`config.mk`:
```
export PLATFORM = sky130hd
export DESIGN_NAME = serial_char_rx
export DESIGN_NICKNAME = d
export VERILOG_FILES = /design/src/rtl/serial_rx_pkg.sv /design/src/rtl/rx_sync.sv /design/src/rtl/rx_parity_chk.sv /design/src/rtl/rx_framer.sv /design/src/rtl/serial_char_rx.sv
export SDC_FILE = /design/constraint.sdc
export NUM_CORES = 1
export LEC_CHECK = 0
export BUFFER_PORTS_ARGS = -buffer_cell sky130_fd_sc_hd__buf_4
export CORE_MARGIN = 3
export CORE_UTILIZATION = 42
export CTS_BUF_LIST = sky130_fd_sc_hd__clkbuf_2 sky130_fd_sc_hd__clkbuf_4 sky130_fd_sc_hd__clkbuf_8
export DETAILED_ROUTE_END_ITERATION = 10
export PLACE_DENSITY = 0.69
export SLEW_MARGIN = 5
export SYNTH_ARGS = -nofsm -noshare
export SYNTH_HDL_FRONTEND = slang
export SYNTH_HIERARCHICAL = 1
export SYNTH_SLANG_ARGS = --single-unit
```
`constraint.sdc`:
```
create_clock -name clk -period 2 [get_ports clk]
set_clock_uncertainty 0.05 [all_clocks]
set_input_delay 0.1 -clock clk [delete_from_list [all_inputs] [get_ports clk]]
set_output_delay 0.1 -clock clk [all_outputs]
set_load 0.05 [all_outputs]
```
`src/rtl/serial_rx_pkg.sv`:
```
// Shared types and helpers for the serial character receiver.
// Assumes at most 8 data bits per character.
package serial_rx_pkg;

    localparam int MAX_BITS = 8;

    typedef enum logic [2:0] {
        ST_HUNT,
        ST_START,
        ST_DATA,
        ST_PAR,
        ST_STOP
    } rx_state_e;

    // Index of the last data bit for a word length code (5..8 bits).
    function automatic logic [2:0] last_bit_idx(input logic [1:0] code);
        return 3'd4 + {1'b0, code};
    endfunction

endpackage

```
`src/rtl/rx_sync.sv`:
```
// Multi-flop synchronizer for the asynchronous serial line.
// Assumes the line idles high, so the chain resets to 1.
module rx_sync #(
    parameter int STAGES = 2
) (
    input  logic clk,
    input  logic rst_n,
    input  logic d,
    output logic q
);
    logic [STAGES-1:0] pipe;

    // Shift the line through the chain of flops.
    always_ff @(posedge clk) begin
        if (!rst_n) pipe <= '1;
        else        pipe <= {pipe[STAGES-2:0], d};
    end

    assign q = pipe[STAGES-1];
endmodule

```
`src/rtl/rx_parity_chk.sv`:
```
// Combinational parity checker that supports normal and stick parity.
// Assumes the data bits above the word length are already zero.
module rx_parity_chk #(
    parameter int DW = 8
) (
    input  logic [DW-1:0] data,
    input  logic          pbit,
    input  logic          en,
    input  logic          even,
    input  logic          stick,
    output logic          err
);
    logic ones_odd;

    // Decide whether the received parity bit is wrong.
    always_comb begin
        ones_odd = (^data) ^ pbit;
        if (!en)        err = 1'b0;
        else if (stick) err = (pbit != ~even);
        else if (even)  err = ones_odd;
        else            err = ~ones_odd;
    end
endmodule

```
`src/rtl/rx_framer.sv`:
```
// Bit-timing state machine: validates the start bit at mid-bit, samples
// data, parity and the first stop bit at their centres, and pulses done.
// Assumes tick arrives OVS times per bit and the format inputs are stable
// during a character.
module rx_framer
    import serial_rx_pkg::*;
#(
    parameter int OVS = 16
) (
    input  logic                clk,
    input  logic                rst_n,
    input  logic                tick,
    input  logic                line,
    input  logic [1:0]          len_sel,
    input  logic                par_en,
    output logic [MAX_BITS-1:0] data,
    output logic                par_bit,
    output logic                stop_bit,
    output logic                done
);
    localparam int CW = $clog2(OVS);
    localparam logic [CW-1:0] MID  = CW'(OVS / 2 - 1);
    localparam logic [CW-1:0] LAST = CW'(OVS - 1);

    rx_state_e   st;
    logic [CW-1:0] cnt;
    logic [2:0]    idx;
    logic          armed;

    // Advance the receive state machine on each oversampling tick.
    always_ff @(posedge clk) begin
        if (!rst_n) begin
            st       <= ST_HUNT;
            cnt      <= '0;
            idx      <= '0;
            armed    <= 1'b0;
            data     <= '0;
            par_bit  <= 1'b0;
            stop_bit <= 1'b1;
            done     <= 1'b0;
        end else begin
            done <= 1'b0;
            if (tick) begin
                unique case (st)
                    ST_HUNT: begin
                        cnt <= '0;
                        if (line) armed <= 1'b1;
                        else if (armed) begin
                            st    <= ST_START;
                            armed <= 1'b0;
                        end
                    end
                    ST_START: begin
                        if (cnt == MID) begin
                            cnt <= '0;
                            if (!line) begin
                                st   <= ST_DATA;
                                idx  <= '0;
                                data <= '0;
                            end else begin
                                st <= ST_HUNT;
                            end
                        end else cnt <= cnt + 1'b1;
                    end
                    ST_DATA: begin
                        if (cnt == LAST) begin
                            cnt       <= '0;
                            data[idx] <= line;
                            if (idx == last_bit_idx(len_sel))
                                st <= par_en ? ST_PAR : ST_STOP;
                            else
                                idx <= idx + 1'b1;
                        end else cnt <= cnt + 1'b1;
                    end
                    ST_PAR: begin
                        if (cnt == LAST) begin
                            cnt     <= '0;
                            par_bit <= line;
                            st      <= ST_STOP;
                        end else cnt <= cnt + 1'b1;
                    end
                    ST_STOP: begin
                        if (cnt == LAST) begin
                            cnt      <= '0;
                            stop_bit <= line;
                            done     <= 1'b1;
                            armed    <= 1'b0;
                            st       <= ST_HUNT;
                        end else cnt <= cnt + 1'b1;
                    end
                    default: st <= ST_HUNT;
                endcase
            end
        end
    end
endmodule

```
`src/rtl/serial_char_rx.sv`:
```
// Top of the serial character receiver: synchronizer, framer, parity
// checker and the buffer register with its status flags.
// Assumes the consumer pulses take for one cycle per character read.
module serial_char_rx
    import serial_rx_pkg::*;
#(
    parameter int OVS         = 16,
    parameter int SYNC_STAGES = 2
) (
    input  logic                clk,
    input  logic                rst_n,
    input  logic                tick16,
    input  logic                rxd,
    input  logic [1:0]          len_sel,
    input  logic                par_en,
    input  logic                par_even,
    input  logic                par_stick,
    input  logic                take,
    output logic [MAX_BITS-1:0] rx_data,
    output logic                data_ready,
    output logic                parity_err,
    output logic                frame_err,
    output logic                overrun
);
    logic                line_s;
    logic [MAX_BITS-1:0] fr_data;
    logic                fr_par;
    logic                fr_stop;
    logic                char_done;
    logic                pe_now;

    rx_sync #(.STAGES(SYNC_STAGES)) u_sync (
        .clk  (clk),
        .rst_n(rst_n),
        .d    (rxd),
        .q    (line_s)
    );

    rx_framer #(.OVS(OVS)) u_framer (
        .clk     (clk),
        .rst_n   (rst_n),
        .tick    (tick16),
        .line    (line_s),
        .len_sel (len_sel),
        .par_en  (par_en),
        .data    (fr_data),
        .par_bit (fr_par),
        .stop_bit(fr_stop),
        .done    (char_done)
    );

    rx_parity_chk #(.DW(MAX_BITS)) u_par (
        .data (fr_data),
        .pbit (fr_par),
        .en   (par_en),
        .even (par_even),
        .stick(par_stick),
        .err  (pe_now)
    );

    // Load a finished character with its status, or release it on take.
    always_ff @(posedge clk) begin
        if (!rst_n) begin
            rx_data    <= '0;
            data_ready <= 1'b0;
            parity_err <= 1'b0;
            frame_err  <= 1'b0;
            overrun    <= 1'b0;
        end else if (char_done) begin
            rx_data    <= fr_data;
            data_ready <= 1'b1;
            parity_err <= pe_now;
            frame_err  <= ~fr_stop;
            overrun    <= data_ready & ~take;
        end else if (take) begin
            data_ready <= 1'b0;
            parity_err <= 1'b0;
            frame_err  <= 1'b0;
            overrun    <= 1'b0;
        end
    end
endmodule

```
==> flow_metrics.env <==
export IMPL_vdd_ir_drop_max_uv=453
export IMPL_synth_area_leader_cell="dfxtp_1"
export IMPL_p_per_area_mw_per_mm2=724
export IMPL_setup_viol=0
export IMPL_grt_max_degree=25
export IMPL_worst_path_buf_inv=0
export IMPL_clkLatencyLatePin_ns=0.28
export IMPL_async_flop_share_pct=0
export IMPL_slew_headroom_pct=62.9
export IMPL_cp_required_ns=2.17
export IMPL_die_h_um=73.5
export IMPL_synth_cells=217
export IMPL_numCtsBuffers=5
export IMPL_synth_edf_count=0
export IMPL_critPathMaxStageDelay_ns=0.61
export IMPL_n_antenna_cell=0
export IMPL_min_period_ns=1.84
export IMPL_antenna_found_initial=0
export IMPL_fmax_ghz=0.543
export IMPL_seq_area_frac_synth_pct=37.7
export IMPL_totalPowerFinal_mw=1.62
export IMPL_maxCapViolCount=0
export IMPL_final_antenna_net_count=0
export IMPL_wire_per_inst_um=13.9
export IMPL_clockRootBuffer="clkbuf_8"
export IMPL_synth_nets=229
export IMPL_dr_pass1_iters=4
export IMPL_worstPathArrival_ns=2.01
export IMPL_die_area_mm2=0.00540
export IMPL_place_congestion=0.794
export IMPL_setup_ws_ns=0.158
export IMPL_met1_usage_pct=20.5
export IMPL_cts_setup_buffers=0
export IMPL_fin_crit_sh_pct=92.1
export IMPL_endpoint_kind="flop"
export IMPL_path_delay_family="compound AO/OA/AOI/OAI gates"
export IMPL_area_growth_pct=17.1
export IMPL_cts_sinks=36
export IMPL_yosysWarnings=6
export IMPL_overflow=0
export IMPL_grt_busiest_layer="met2"
export IMPL_cts_buffer_depth=2
export IMPL_setup_tns_final_ns=0
export IMPL_stdcell_area_mm2=0.00224
export IMPL_finalHoldViolations=0
export IMPL_crit_chain="nor2_1, xnor2_1, o21ai_0, o221a_1"
export IMPL_rsz0062_at_grt="no"
export IMPL_grt_pass1_vias=1532
export IMPL_vias_per_cell=5.59
export IMPL_grt_pass1_wl_um=6750
export IMPL_crit_fanout=17
export IMPL_slew_violations=0
export IMPL_wl_um=4060
export IMPL_p_leak_nw=0.838
export IMPL_hold_path_class="primary input to flop"
export IMPL_clkSlewWorstSetupHoldPaths_ns=0.07
export IMPL_htree_num_levels=2
export IMPL_synth_ff_type="dfxtp_1"
export IMPL_drive_above_1_share_pct=19.4
export IMPL_yosysTopAreaCellShare_pct=37.7
export IMPL_die_w_um=73.5
export IMPL_drt_iter0_markers=103
export IMPL_dp_hpwl_um=2830
export IMPL_synth_area_leaders="dfxtp_1, mux2i_1, a21oi_1, nor2b_1, xnor2_1"
export IMPL_netlist_area_mm2=0.00191
export IMPL_gr_usage_met3_pct=4.51
export IMPL_cts_tree="done"
export IMPL_postSynthAreaPerCell_um2=8.82
export IMPL_placementRows=23
export IMPL_start_kind="flop"
export IMPL_ys_ff_latch=36
export IMPL_gr_usage_met2_pct=26.0
export IMPL_dp_slack_ns=0.179
export IMPL_vias=1631
export IMPL_remaining_drc_errors=0
export IMPL_critPathKind="flop to flop"
export IMPL_tightestPinTransition_ns=0.551
export IMPL_nets=253
export IMPL_status="complete, no violations"
export IMPL_hold_ws_ns=0.0754
export IMPL_initial_core_util_pct=45.5
export IMPL_port_buffers=21
export IMPL_pin_count=22
export IMPL_slowest_stage="dfxtp_1"
export IMPL_ys_types=53
export IMPL_grt_use_total_pct=16.0
export IMPL_place_area_mm2=0.00211
export IMPL_coreArea_mm2=0.00420
-- repair_timing --
| item | CTS | global route |
|---|---|---|
| hold buffers | 2 | 0 |
| endpoints found under the hold margin | 2 | 0 |
| gates resized for setup | 0 | 0 |
-- routing by layer --
| layer | up-vias | share of wire, % | wire length [µm] |
|---|---|---|---|
| met5 | - | 0 | 0 |
| met4 | 0 | 0.94 | 38 |
| met3 | 4 | 2.8 | 114 |
| met2 | 27 | 49 | 2010 |
| met1 | 768 | 47 | 1900 |
| li1 | 832 | - | - |
-- Yosys cell counts (3+ instances only) --
cell	count
nand4_1	6
nor2_1	11
a31oi_1	3
nand2_1	8
dfxtp_1	36
o21ai_1	8
xor2_1	4
or3b_2	3
a21oi_1	20
xnor2_1	9
nor2b_1	15
nand2b_1	3
nand3_1	9
buf_2	6
mux2i_1	13
inv_1	5
nor3_1	4
o21a_1	3
o21ai_0	5
a211oi_1	3
clkbuf_1	6
-- registers in the layout, indices dropped and copies added, names as in the netlist --
register / count
data_ready: 1
frame_err: 1
overrun: 1
parity_err: 1
rx_data: 8
u_framer/armed: 1
u_framer/cnt: 4
u_framer/data: 8
u_framer/done: 1
u_framer/idx: 3
u_framer/par_bit: 1
u_framer/st: 3
u_framer/stop_bit: 1
u_sync/pipe: 2
-- power by group --
part | internal (mW) | switching, mW
Clock | 0.384 | 0.254
Sequential | 0.733 | 0.0242
Combinational | 0.105 | 0.123
-- layout make-up --
| class | instances | area [µm²] |
|---|---|---|
| inverter | 6 | 22.5 |
| tap | 50 | 62.6 |
| clock buffer | 6 | 76.3 |
| timing repair buffer | 31 | 238 |
| clock inverter | 2 | 35.0 |
| sequential | 36 | 721 |
| fill | 371 | 1960 |
| multi-input combinational | 161 | 1090 |
-- cell usage in the layout, fill, tap and decap left out, types with 2 or more instances in the layout --
cell type	count
nand3_1	9
nor3b_2	2
a211oi_1	3
clkbuf_8	5
xnor2_1	9
nand4_1	6
mux2i_1	13
dlygate4sd3_1	2
buf_4	29
nor2b_1	15
o21ai_1	8
ha_1	2
o21ai_0	5
dfxtp_1	36
o31ai_1	2
a31oi_1	3
xor2_1	4
nor3_1	4
or3_1	2
o21a_1	3
a21oi_1	20
or3b_2	3
nor4_1	2
nand2_1	8
inv_1	5
nand2b_1	3
nor2_1	11
-- cells by family (layout without fill, tap and decap cells) --
| logic type | Yosys count | after routing | share of synthesized area, % |
|---|---|---|---|
| adder cells (fa/ha/maj) | 3 | 3 | 1.83 |
| multiplexers | 13 | 13 | 6.80 |
| AO/OA/AOI/OAI | 57 | 57 | 18.9 |
| XOR/XNOR | 13 | 13 | 5.95 |
| buffers and inverters | 20 | 45 | 5.56 |
| flip-flops | 36 | 36 | 37.7 |
| AND/OR/NAND/NOR | 75 | 75 | 23.3 |
-- stage by stage --
step | utilization [%] | std cells
after floorplan | - | 217
after global placement | 50.2 | 282
after detailed placement | 50.2 | 282
after CTS | 53.3 | 292
after global routing | 53.3 | 292
final | 53.3 | 292
-- path summary, 6_finish.rpt --
kind / from / end / slack (ns) / cells past startpoint
worst max-delay path: u_framer/st[1]$_SDFFE_PN0P_ / u_framer/st[1]$_SDFFE_PN0P_ / 0.16 / 4
worst min-delay path: rst_n / u_framer/stop_bit$_SDFFE_PN1P_ / 0.08 / 2
worst max register to register: u_framer/st[1]$_SDFFE_PN0P_ / u_framer/st[1]$_SDFFE_PN0P_ / 0.16 / 4
worst min register to register: u_sync/pipe[0]$_SDFF_PN1_ / u_sync/pipe[1]$_SDFF_PN1_ / 0.36 / 1
Note: power is estimated with default switching activity, not from simulation.
